**src/rtl/ldr_pkg.sv**
```systemverilog
package ldr_pkg;

    localparam int CHAR_BITS = 8;

    typedef enum logic [1:0] {
        ST_IDLE = 2'd0,
        ST_ADDR = 2'd1,
        ST_DATA = 2'd2,
        ST_ESC  = 2'd3
    } ldr_state_e;

endpackage

```
**src/rtl/ldr_char_map.sv**
```systemverilog
// Exchanges two bit positions of a character; all other bits pass straight.
module ldr_char_map #(
    parameter int W     = 8,
    parameter int POS_A = 7,
    parameter int POS_B = 6
) (
    input  logic [W-1:0] chr_in,
    output logic [W-1:0] chr_out
);
    for (genvar i = 0; i < W; i++) begin : g_bit
        if (i == POS_A) begin : g_a
            assign chr_out[i] = chr_in[POS_B];
        end else if (i == POS_B) begin : g_b
            assign chr_out[i] = chr_in[POS_A];
        end else begin : g_keep
            assign chr_out[i] = chr_in[i];
        end
    end
endmodule

```
**src/rtl/ldr_range_chk.sv**
```systemverilog
// Bounds test for a candidate start address and last-location test for the pointer.
module ldr_range_chk #(
    parameter int SA_W      = 24,
    parameter int AW        = 16,
    parameter int MEM_DEPTH = 40000
) (
    input  logic [SA_W-1:0] cand,
    input  logic [AW-1:0]   ptr,
    output logic            cand_ok,
    output logic            ptr_last
);
    localparam logic [SA_W-1:0] LIMIT = SA_W'(MEM_DEPTH);
    localparam logic [AW-1:0]   LAST  = AW'(MEM_DEPTH - 1);

    assign cand_ok  = (cand < LIMIT);
    assign ptr_last = (ptr == LAST);
endmodule

```
**src/rtl/ldr_top.sv**
```systemverilog
module ldr_top #(
    parameter int          MEM_DEPTH  = 40000,
    parameter int          ADDR_BYTES = 3,
    parameter logic [7:0]  LOAD_CODE  = 8'h4C,
    parameter logic [7:0]  ESC_CODE   = 8'h1B
) (
    input  logic                         clk,
    input  logic                         rst_n,
    input  logic                         rx_valid,
    input  logic [7:0]                   rx_data,
    output logic [$clog2(MEM_DEPTH)-1:0] wr_addr,
    output logic [7:0]                   wr_data,
    output logic                         wr_en,
    output logic                         busy,
    output logic                         done,
    output logic                         err
);
    import ldr_pkg::*;

    localparam int AW    = $clog2(MEM_DEPTH);
    localparam int SA_W  = CHAR_BITS * ADDR_BYTES;
    localparam int CNT_W = $clog2(ADDR_BYTES + 1);
    localparam logic [CNT_W-1:0] CNT_LAST = CNT_W'(ADDR_BYTES - 1);

    typedef struct packed {
        ldr_state_e           st;
        logic [CNT_W-1:0]     cnt;
        logic [SA_W-1:0]      acc;
        logic [AW-1:0]        ptr;
        logic [AW-1:0]        waddr;
        logic [CHAR_BITS-1:0] wdata;
        logic                 we;
        logic                 busy;
        logic                 done;
        logic                 err;
    } ldr_regs_t;

    ldr_regs_t r_q, r_d;

    logic [CHAR_BITS-1:0] mapped_chr;
    logic [SA_W-1:0]      cand_addr;
    logic                 cand_ok;
    logic                 ptr_last;
    logic                 do_write;

    assign cand_addr = SA_W'({r_q.acc, rx_data});

    ldr_char_map #(
        .W     (CHAR_BITS),
        .POS_A (CHAR_BITS - 1),
        .POS_B (CHAR_BITS - 2)
    ) u_map (
        .chr_in  (rx_data),
        .chr_out (mapped_chr)
    );

    ldr_range_chk #(
        .SA_W      (SA_W),
        .AW        (AW),
        .MEM_DEPTH (MEM_DEPTH)
    ) u_rng (
        .cand     (cand_addr),
        .ptr      (r_q.ptr),
        .cand_ok  (cand_ok),
        .ptr_last (ptr_last)
    );

    always_comb begin
        r_d      = r_q;
        r_d.we   = 1'b0;
        r_d.done = 1'b0;
        do_write = 1'b0;

        if (rx_valid) begin
            unique case (r_q.st)
                ST_IDLE: begin
                    if (rx_data == LOAD_CODE) begin
                        r_d.st   = ST_ADDR;
                        r_d.cnt  = '0;
                        r_d.acc  = '0;
                        r_d.busy = 1'b1;
                        r_d.err  = 1'b0;
                    end
                end
                ST_ADDR: begin
                    r_d.acc = cand_addr;
                    if (r_q.cnt == CNT_LAST) begin
                        if (cand_ok) begin
                            r_d.ptr = cand_addr[AW-1:0];
                            r_d.st  = ST_DATA;
                        end else begin
                            r_d.err  = 1'b1;
                            r_d.busy = 1'b0;
                            r_d.st   = ST_IDLE;
                        end
                    end else begin
                        r_d.cnt = r_q.cnt + 1'b1;
                    end
                end
                ST_DATA: begin
                    if (rx_data == ESC_CODE) begin
                        r_d.st = ST_ESC;
                    end else begin
                        do_write = 1'b1;
                    end
                end
                ST_ESC: begin
                    if (rx_data == ESC_CODE) begin
                        r_d.st   = ST_DATA;
                        do_write = 1'b1;
                    end else begin
                        r_d.done = 1'b1;
                        r_d.busy = 1'b0;
                        r_d.st   = ST_IDLE;
                    end
                end
                default: r_d.st = ST_IDLE;
            endcase
        end

        if (do_write) begin
            r_d.we    = 1'b1;
            r_d.waddr = r_q.ptr;
            r_d.wdata = mapped_chr;
            if (ptr_last) begin
                r_d.done = 1'b1;
                r_d.busy = 1'b0;
                r_d.st   = ST_IDLE;
            end else begin
                r_d.ptr  = r_q.ptr + 1'b1;
            end
        end
    end

    always_ff @(posedge clk) begin
        if (!rst_n) begin
            r_q <= '0;
        end else begin
            r_q <= r_d;
        end
    end

    assign wr_addr = r_q.waddr;
    assign wr_data = r_q.wdata;
    assign wr_en   = r_q.we;
    assign busy    = r_q.busy;
    assign done    = r_q.done;
    assign err     = r_q.err;

endmodule

```
**config.mk**
```make
export PLATFORM = sky130hd
export DESIGN_NAME = ldr_top
export DESIGN_NICKNAME = d
export VERILOG_FILES = /design/src/rtl/ldr_pkg.sv /design/src/rtl/ldr_char_map.sv /design/src/rtl/ldr_range_chk.sv /design/src/rtl/ldr_top.sv
export SDC_FILE = /design/constraint.sdc
export NUM_CORES = 1
export LEC_CHECK = 0
export ABC_AREA = 1
export ABC_CLOCK_PERIOD_IN_PS = 3600
export CAP_MARGIN = 20
export CORE_ASPECT_RATIO = 1.5
export CORE_MARGIN = 2
export CORE_UTILIZATION = 55
export CTS_CLUSTER_SIZE = 16
export DETAILED_ROUTE_END_ITERATION = 10
export PLACE_DENSITY_LB_ADDON = 0.08
export SLEW_MARGIN = 20
export SYNTH_ARGS = -nofsm -noshare
export SYNTH_HDL_FRONTEND = slang
export SYNTH_HIERARCHICAL = 1
export SYNTH_SLANG_ARGS = --single-unit
```
**constraint.sdc**
```tcl
create_clock -name clk -period 3.6 [get_ports clk]
set_clock_uncertainty 0.2 [all_clocks]
set_input_delay 0.72 -clock clk [delete_from_list [all_inputs] [get_ports clk]]
set_output_delay 0.72 -clock clk [all_outputs]
set_load 0.1 [all_outputs]
```
# Yosys cells after proc, flatten, opt, wreduce, memory -nomap -nowiden

Cells that the tools add are included.

$add $sub $neg: 2
Order comparisons: 1
Eq/ne operators: 11
Muxes and demuxes: 32
Reduce and logical (&&, ||, !) cells: 5

Operators by type and width:

| cell                    | count |
|---|---|
| $mux W16                | 4 |
| $pmux W26 S2            | 1 |
| $mux W44                | 1 |
| $mux W43                | 1 |
| $mux W28                | 1 |
| $lt A24 B16 Y1 const B  | 1 |
| $mux W2                 | 9 |
| $add A16 B1 Y16 const B | 1 |
| $eq A16 B16 Y1 const B  | 1 |
| $mux W1                 | 10 |
| $eq A8 B5 Y1 const B    | 1 |
| $eq A8 B7 Y1 const B    | 1 |
| $ne A2 B2 Y1 const B    | 4 |
| $pmux W2 S4             | 1 |
| $eq A2 B2 Y1 const B    | 3 |
| $reduce_and A5 Y1       | 1 |
| $pmux W1 S2             | 2 |
| $reduce_and A4 Y1       | 1 |
| $mux W3                 | 1 |
| $pmux W1 S3             | 1 |
| $reduce_and A3 Y1       | 1 |
| $add A2 B1 Y2 const B   | 1 |
| $eq A2 B1 Y1 const B    | 1 |
| $logic_not A2 Y1        | 1 |
| $reduce_bool A2 Y1      | 1 |

Flip-flop bits (word level): 72
Bits of input ports: 11

# Longest topological paths before layout

Gate-level depths: netlist of run 1.

Word-level depth: 7
Depth in mapped cells: 13
Gate-level depth less buffers: 13

# By module

Netlist of run 1, hierarchy kept.

Modules (own cells, without submodules):

| module        | instances | cells each | area each (sq um) | sequential area each (sq um) |
|---|---|---|---|---|
| ldr_top       | 1         | 492        | 3305.7            | 1281.2 |
| ldr_range_chk | 1         | 40         | 157.7             | 0.0 |
| ldr_char_map  | 1         | 8          | 60.1              | 0.0 |

# Worst setup path after synthesis of run 1

No wires, ideal clock.

Kind: input port to flip-flop
Start point: in rx_data[7]
End point: reg r_q[42] in the netlist's numbering
Setup time: 115 ps
Arrival time: 1793 ps
Slack: 1492 ps
Stages on the path: 11
Path buffers: 1
Path through: nor2_1 -> nor2_1 -> nand3_1 -> nor2_1 -> nor2_1 -> nand4_4 -> buf_2 -> o21ai_0 -> nand2_1 -> nand2_1 -> nor2_1

Cells in the longest elaborated chain, start to end: 7
Elaborated cells on any way between the ends: 12
Classes of those cells: 1 x order compare; 1 x eq/ne; 10 x mux

RTL lines:

| item                   | line                | source |
|---|---|---|
| start: declaration     | ldr_top.sv:10       | `input logic [7:0] rx_data,` |
| $lt A24 B16 Y1 *       | ldr_range_chk.sv:15 | `assign cand_ok = (cand < LIMIT);` |
| net cand_ok            | ldr_top.sv:42       | `logic cand_ok;` |
| $mux W16 *             | ldr_top.sv:88       | `if (cand_ok) begin` |
| $mux W16 *             | ldr_top.sv:87       | `if (r_q.cnt == CNT_LAST) begin` |
| $mux W16 *             | ldr_top.sv:75       | `unique case (r_q.st)` |
| $mux W44 *             | ldr_top.sv:74       | `if (rx_valid) begin` |
| $mux W16               | ldr_top.sv:125      | `if (ptr_last) begin` |
| $mux W43 *             | ldr_top.sv:121      | `if (do_write) begin` |
| end signal: assignment | ldr_top.sv:139      | `r_q <= r_d;` |
| end: declaration       | ldr_top.sv:38       | `ldr_regs_t r_q, r_d;` |

Mark *: on every way through the listed nets, which the timed path passes. The rest lies on a longest branch.
A chain may end at the register's enable or synchronous reset.

# Worst setup path after layout of run 1

Start point: in rx_data[6]
End point: reg r_q[29] in the netlist's numbering

The elaborated chain is that of the path after synthesis.

==> results of run 1 <==
## path summary, 6_finish.rpt
check,to,slack [ns],start
max,r_q[29],0.75,rx_data[6]
min,err,0.27,err
max reg2reg,r_q[29],1.29,cand_addr[20]
min reg2reg,err,0.27,err
## power by group through the flow
stage	Sequential (mW)	Clock [mW]	Combinational, mW
floorplan	0.746	0	0.0762
global placement	0.744	0	0.111
detailed placement	0.744	0	0.112
CTS	0.728	0.546	0.112
global route	0.729	0.573	0.127
finish	0.728	0.531	0.112
## Yosys cell counts (all sizes together)
library cell / count
nor3: 11
ha: 2
nand2: 111
nand3: 18
buf: 43
a21oi: 7
o22ai: 1
xnor2: 3
clkinv: 2
nand4: 9
clkbuf: 6
nor2: 154
inv: 48
o21ai: 55
dfxtp: 64
xor2: 6
## final cells by class
class	count	area [um2]
multi-input cells	377	1720
inverters	50	188
well taps	74	92.6
clock inverters	4	22.5
repair buffers	42	353
flip-flops and latches	64	1280
fillers	630	2380
clock buffers	10	138
## state kept, by name, indices dropped and copies added (netlist names)
signal,count
err,1
wr_addr,16
wr_en,1
busy,1
wr_data,8
r_q,20
done,1
cand_addr,16
## stage by stage
stage	cell area, um2	cells
detailed placement	3630	607
global route	3790	621
CTS	3790	621
finish	3790	621
floorplan	3520	540
global placement	3630	607
## metal layers
layer	global-route usage	up-vias	wire (um)
met2	0.444	79	4130
met5	0	-	0
met4	0.0995	0	218
met3	0.0533	19	358
met1	0.275	1386	3280
li1	-	1652	-
## cell families after synthesis
kind of cell	after synthesis	share of synthesized area
xor gates and xnor gates	9	0.0224
and+or+nand+nor	303	0.368
adders and majority gates	2	0.00710
AOI/OAI and AO/OA	63	0.0898
buffers and inverters	99	0.149
DFF	64	0.364
## worst max-delay path, cell delays in order
cell and delay [ns]:
clkdlybuf4s50_1 0.53, nor2_1 0.15, nor2_1 0.06, nand3_1 0.07, nor2_1 0.04, nor2_1 0.32
nand4_4 0.39, inv_1 0.29, nand2_1 0.13, nand2_1 0.09, nor2_2 0.04, nor2_1 0.10
==> results.sh, run 1 <==
export IMPL_avgSynthCellArea_um2=6.52
export IMPL_maxSlewHeadroom=0.358
export IMPL_cts_setup_buffers=0
export IMPL_vdd_drop_max_mv=0.211
export IMPL_antenna_found_initial=0
export IMPL_hold_violations=0
export IMPL_switching_power_mw=0.357
export IMPL_syn_num_nets=553
export IMPL_die_area_um2=7080
export IMPL_hold_class="flop to flop"
export IMPL_syn_inst=540
export IMPL_grt_pass1_wl_um=13700
export IMPL_clk_pin_slew_ns=0.07
export IMPL_yosysWarnings=6
export IMPL_synth_top_area_cell="dfxtp_1"
export IMPL_num_vias=3136
export IMPL_final_cell_mix="nor2_1, nand2_1, dfxtp_1"
export IMPL_initial_core_util=0.571
export IMPL_netlist_cell_type_count=30
export IMPL_drive_above_1_share=0.108
export IMPL_setup_tns_ns=0
export IMPL_outcome="finished clean"
export IMPL_place_detailed_hpwl_um=5910
export IMPL_power_mw=1.37
export IMPL_clk_latency_ns=0.34
export IMPL_place_gp_congestion=0.911
export IMPL_dr_pass1_iters=4
export IMPL_io_buffers=38
export IMPL_synth_seq_area_share=0.364
export IMPL_wl_per_cell_um=12.9
export IMPL_synth_top_area_share=0.364
export IMPL_clockBufferDepth=2
export IMPL_finalWirelength_um=7980
export IMPL_setup_ws_ns=0.750
export IMPL_die_h_um=102
export IMPL_ys_ff_latch=64
export IMPL_cp_max_fo=27
export IMPL_cts_sinks=64
export IMPL_cts_buffers=9
export IMPL_ioPinCount=39
export IMPL_seqPwrFrac=0.531
export IMPL_path_class="primary input to flop"
export IMPL_holdPathStages=2
export IMPL_setup_viol=0
export IMPL_core_um2=6170
export IMPL_drv_cap=0
export IMPL_rsz0062_at_grt="no"
export IMPL_pwr_share_comb=0.081
export IMPL_worstMarginPinSlew_ns=0.960
export IMPL_avgViaCountPerCell=5.05
export IMPL_syn_to_final_growth_pct=7.56
export IMPL_cts_tree="yes"
export IMPL_final_common_cell="nor2_1"
export IMPL_cts_root_buffer="clkbuf_8"
export IMPL_powerDensity_nw_per_um2=362
export IMPL_hold_buffers=0
export IMPL_synth_area_leaders="dfxtp_1, nor2_1, nand2_1"
export IMPL_first_global_vias=2976
export IMPL_max_freq_ghz=0.351
export IMPL_grt_usage=0.243
export IMPL_cts_resized=0
export IMPL_leakagePower_nw=1.56
export IMPL_required_ns=3.68
export IMPL_drt_iter0_markers=157
export IMPL_gr_total_overflow=0
export IMPL_period_minus_slack_ns=2.85
export IMPL_cp_start_kind="primary input"
export IMPL_swShare=0.260
export IMPL_grt_max_degree=35
export IMPL_final_period_utilization=0.792
export IMPL_dp_slack_ns=0.404
export IMPL_final_util=0.614
export IMPL_ant_nets=0
export IMPL_hold_ws_ns=0.267
export IMPL_row_count=35
export IMPL_fp_dieW_um=69.4
export IMPL_cp_arrival_ns=2.93
export IMPL_clkPwrFrac=0.387
export IMPL_antenna_cells=0
export IMPL_critical_path_endpoint_type="flop"
export IMPL_r2r_cells=11
export IMPL_htreeDepth=3
export IMPL_drc=0
export IMPL_finalMaxSlewViolations=0
export IMPL_syn_area_um2=3520
export IMPL_final_nets=557
export IMPL_p_int_mw=1.01
Power figures use the tool's default switching activity.
==> run 2, diff against run 1 <==
ABC_CLOCK_PERIOD_IN_PS = 2300   (was 3600)
CORE_UTILIZATION = 51   (was 55)
clock period = 2.3 ns   (was 3.6 ns; I/O delays follow)
==> results.sh, run 2 (same netlist as run 1, synthesis figures left out) <==
export IMPL_clkPwrFrac=0.384
export IMPL_drive_above_1_share=0.166
export IMPL_hold_violations=0
export IMPL_final_common_cell="nor2_1"
export IMPL_placed_cells=642
export IMPL_fp_dieW_um=71.9
export IMPL_path_cells="clkdlybuf4s50_1 -> buf_4 -> inv_1 -> nand2_1 -> nor2_4 -> nand2_2 -> nand2_4 -> nand3_4 -> buf_4 -> o21ai_0 -> nor2_1"
export IMPL_final_nets=588
export IMPL_syn_to_final_growth_pct=16.3
export IMPL_outcome="finished clean"
export IMPL_grt_usage=0.237
export IMPL_core_um2=6760
export IMPL_seqPwrFrac=0.518
export IMPL_wl_per_cell_um=12.6
export IMPL_cts_root_buffer="clkbuf_8"
export IMPL_setup_tns_ns=0
export IMPL_avgViaCountPerCell=4.95
export IMPL_max_freq_ghz=0.468
export IMPL_required_ns=2.35
export IMPL_worstMarginPinSlew_ns=0.400
export IMPL_period_minus_slack_ns=2.14
export IMPL_clk_pin_slew_ns=0.07
export IMPL_swShare=0.260
export IMPL_cts_buffers=9
export IMPL_place_detailed_hpwl_um=6330
export IMPL_cpPeakStageDelay_ns=0.52
export IMPL_switching_power_mw=0.572
export IMPL_powerDensity_nw_per_um2=537
export IMPL_htreeDepth=3
export IMPL_first_global_vias=3045
export IMPL_largest_register="r_q"
export IMPL_antenna_found_initial=0
export IMPL_cp_max_fo=16
export IMPL_setup_ws_ns=0.164
export IMPL_hold_buffers=0
export IMPL_setup_viol=0
export IMPL_largest_reg_flops=20
export IMPL_vdd_drop_max_mv=0.342
export IMPL_maxSlewHeadroom=0.732
export IMPL_place_gp_congestion=0.909
export IMPL_holdPathStages=2
export IMPL_initial_core_util=0.521
export IMPL_grt_pass1_wl_um=13900
export IMPL_clk_latency_ns=0.36
export IMPL_cts_tree="yes"
export IMPL_gr_total_overflow=0
export IMPL_finalWirelength_um=8260
export IMPL_fill_cells=660
export IMPL_pwr_share_comb=0.098
export IMPL_critPathSlowestCell="clkdlybuf4s50_1"
export IMPL_dr_pass1_iters=4
export IMPL_drv_cap=0
export IMPL_num_vias=3253
export IMPL_cp_common_cell="buf_4"
export IMPL_p_int_mw=1.63
export IMPL_path_class="primary input to flop"
export IMPL_final_period_utilization=0.929
export IMPL_clockBufferDepth=2
export IMPL_dp_slack_ns=-0.233
export IMPL_die_h_um=106
export IMPL_cp_arrival_ns=2.18
export IMPL_cp_start_kind="primary input"
export IMPL_antenna_cells=0
export IMPL_grt_max_degree=26
export IMPL_critical_path_endpoint_type="flop"
export IMPL_ioPinCount=39
export IMPL_rsz0062_at_grt="no"
export IMPL_hold_class="flop to flop"
export IMPL_io_buffers=38
export IMPL_ant_nets=0
export IMPL_r2r_cells=10
export IMPL_final_cell_mix="nor2_1, nand2_1, dfxtp_1"
export IMPL_finalMaxSlewViolations=0
export IMPL_drt_iter0_markers=157
export IMPL_drc=0
export IMPL_power_mw=2.20
export IMPL_stdcell_count=657
export IMPL_die_area_um2=7600
export IMPL_row_count=37
export IMPL_cts_sinks=64
export IMPL_leakagePower_nw=1.75
-- run 2: cell types whose count changed in the layout (fill, tap and decap cells not counted) --
cell,change
buf_4,+30
nor2_2,+1
buf_12,+6
o21ai_1,+1
clkinv_2,-1
inv_1,-1
clkbuf_1,+2
o21ai_0,-1
clkinvlp_4,-1
inv_2,+1
clkdlybuf4s50_1,-5
nor2_1,-1
clkinv_4,+1
-- run 2: final timing paths --
check                  start    endpoint  slack, ns
setup reg to reg     r_q[28]     r_q[40]       0.38
setup / recovery  rx_data[6]  wr_addr[2]       0.16
hold reg to reg          err         err       0.26
hold / removal           err         err       0.26
-- run 2: cell type report --
| type | count | area, um2 | area share |
|---|---|---|---|
| inverter | 50 | 188 | 0.0458 |
| tap | 78 | 97.6 | 0.0238 |
| clock inverter | 3 | 18.8 | 0.00458 |
| timing repair buffer | 73 | 648 | 0.158 |
| clock buffer | 12 | 145 | 0.0354 |
| sequential | 64 | 1280 | 0.313 |
| multi-input combinational | 377 | 1720 | 0.419 |
-- run 2: what timing repair did --
item | 4_1_cts | 5_1_grt
resized for setup | 0 | 3
buffers inserted | 0 | 0
setup endpoints to repair | 0 | 6
-- run 2: power by group through the flow --
stage	clock network [mW]	registers [mW]	logic (mW)
final	0.845	1.14	0.216
after global routing	0.905	1.14	0.241
after CTS	0.864	1.14	0.215
after detailed placement	0	1.16	0.214
after global placement	0	1.16	0.213
after floorplan	0	1.17	0.119
-- run 2: worst max-delay path: cells and delay by family --
family                 cells  cell delay (ns)
buffers and inverters      4             0.99
AND/OR/NAND/NOR            6             0.54
AO/OA/AOI/OAI              1             0.19
-- run 2: stage by stage --
stage                      util  hold slack [ns]  area (um2)
after floorplan               -            0.249        3520
after global placement    0.581            0.245        3930
after CTS                 0.606            0.262        4090
after detailed placement  0.581            0.245        3930
after global routing      0.606            0.292        4100
final                     0.606            0.258        4100
-- run 2: per-layer routing --
| layer | global-route usage | vias to the layer above | wire length, um |
|---|---|---|---|
| met5 | 0 | - | 0 |
| met4 | 0.173 | 0 | 444 |
| met3 | 0.0363 | 27 | 293 |
| met2 | 0.401 | 72 | 4130 |
| met1 | 0.260 | 1437 | 3400 |
| li1 | - | 1717 | - |
==> run 3, diff against run 2 <==
CORE_ASPECT_RATIO = 0.9   (was 1.5)
TNS_END_PERCENT = 30   (was unset)
==> results.sh, run 3 (same netlist as run 1, synthesis figures left out) <==
export IMPL_outcome="finished clean"
export IMPL_r2r_start="r_q[43]"
export IMPL_die_h_um=82.9
export IMPL_ioPinCount=39
export IMPL_grt_busiest_layer="met2"
export IMPL_final_period_utilization=0.906
export IMPL_drt_iter0_markers=242
export IMPL_initial_core_util=0.532
export IMPL_grt_max_degree=52
export IMPL_final_nets=590
export IMPL_drv_cap=0
export IMPL_finalWirelength_um=8530
export IMPL_vdd_drop_max_mv=0.289
export IMPL_ant_nets=0
export IMPL_leakagePower_nw=1.76
export IMPL_rsz0062_at_grt="no"
export IMPL_grt_util_met2=0.355
export IMPL_seq_area_um2=1280
export IMPL_drive_above_1_share=0.172
export IMPL_first_global_vias=2953
export IMPL_setup_tns_ns=0
export IMPL_path_class="primary input to flop"
export IMPL_powerDensity_nw_per_um2=559
export IMPL_fp_dieW_um=91.6
export IMPL_core_um2=6620
export IMPL_final_cell_mix="nor2_1, nand2_1, dfxtp_1"
export IMPL_clk_pin_slew_ns=0.07
export IMPL_placed_cell_area_um2=3940
export IMPL_fill_cells=639
export IMPL_die_area_um2=7590
export IMPL_dr_pass1_iters=4
export IMPL_worstReg2RegEnd="r_q[36]"
export IMPL_cp_start_kind="primary input"
export IMPL_final_common_cell="nor2_1"
export IMPL_place_gp_congestion=0.898
export IMPL_cts_tree="yes"
export IMPL_hold_violations=0
export IMPL_place_detailed_hpwl_um=6380
export IMPL_maxSlewHeadroom=0.700
export IMPL_cts_root_buffer="clkbuf_8"
export IMPL_clk_latency_ns=0.34
export IMPL_required_ns=2.34
export IMPL_io_buffers=38
export IMPL_drc=0
export IMPL_design_area_um2=4130
export IMPL_syn_to_final_growth_pct=17.3
export IMPL_grt_usage=0.234
export IMPL_worstMarginPinSlew_ns=0.447
export IMPL_multi_input_area_um2=1720
export IMPL_finalMaxSlewViolations=0
export IMPL_clockBufferDepth=2
export IMPL_period_minus_slack_ns=2.08
export IMPL_hold_class="flop to flop"
export IMPL_largest_reg_flops=20
export IMPL_avgViaCountPerCell=4.88
export IMPL_antenna_found_initial=0
export IMPL_grt_pass1_wl_um=14300
export IMPL_antenna_cells=0
export IMPL_cp_arrival_ns=2.12
export IMPL_largest_register="r_q"
export IMPL_setup_viol=0
export IMPL_final_util=0.624
export IMPL_row_count=28
export IMPL_grt_util_met3=0.0526
export IMPL_max_freq_ghz=0.480
export IMPL_cts_sinks=64
export IMPL_power_mw=2.31
export IMPL_grtUsageMet1=0.335
export IMPL_cts_buffers=9
export IMPL_cts_setup_buffers=0
export IMPL_num_vias=3282
export IMPL_cp_max_fo=11
export IMPL_htreeDepth=3
export IMPL_crit_end="r_q[43]"
export IMPL_r2r_setup_slack_ns=0.34
export IMPL_r2r_cells=10
export IMPL_critical_path_endpoint_type="flop"
export IMPL_wl_per_cell_um=12.7
export IMPL_hold_ws_ns=0.248
export IMPL_gr_total_overflow=0
export IMPL_cp_startpoint="rx_data[7]"
==> run 3: cell types whose count changed in the layout (fill, tap and decap cells not counted), moves of 2 or more <==
cell,delta
buf_12,-2
buf_4,+4
clkbuf_1,-2
clkinvlp_4,+2
==> run 3: what timing repair did <==
| item | CTS | global route |
|---|---|---|
| hold buffers | 0 | 0 |
| resized for setup | 0 | 1 |
| setup endpoints to repair | 0 | 2 |
==> run 3: how the worst min path moves through the flow <==
stage	from	end	slack [ns]	cells after the start
floorplan	r_q[69]	r_q[69]	0.25	2
global placement	err	err	0.24	2
detailed placement	err	err	0.24	2
CTS	err	err	0.25	2
global route	err	err	0.30	2
finish	err	err	0.25	2
==> run 3: metal layers <==
layer / vias up / share of wire
met1: 1452 / 0.49
met3: 12 / 0.057
met4: 0 / 0.015
met2: 89 / 0.44
li1: 1729 / -
met5: - / 0
==> run 3: worst max-delay path, stage by stage <==
cell and delay, ns:
clkdlybuf4s50_1 0.49, nor2_1 0.13, nor2_1 0.05, nand3_1 0.07, nor2_1 0.05, nor2_2 0.16
nand4_4 0.18, inv_1 0.19, nand2_1 0.06, o21ai_0 0.09, nand2_1 0.08, nand2_1 0.06
nor2_1 0.05
==> run 3: final cells by class <==
type | count | share of cell area
multi-input cells | 377 | 0.416
flip-flops and latches | 64 | 0.310
repair buffers | 75 | 0.154
inverters | 50 | 0.0454
clock buffers | 9 | 0.0300
well taps | 90 | 0.0272
clock inverters | 7 | 0.0176
==> run 3: stage by stage <==
step / setup slack [ns] / instances
after floorplan: 0.373 / 540
after global placement: -0.130 / 656
after detailed placement: -0.200 / 656
after CTS: 0.147 / 672
after global routing: 0.0530 / 672
final: 0.216 / 672
==> run 3: power breakdown <==
part | leakage [nW] | switching (mW) | internal (mW) | total, mW
logic | 1.15 | 0.126 | 0.0891 | 0.215
clock network | 0.0952 | 0.459 | 0.499 | 0.958
registers | 0.517 | 0.0133 | 1.13 | 1.14
total | 1.76 | 0.599 | 1.71 | 2.31
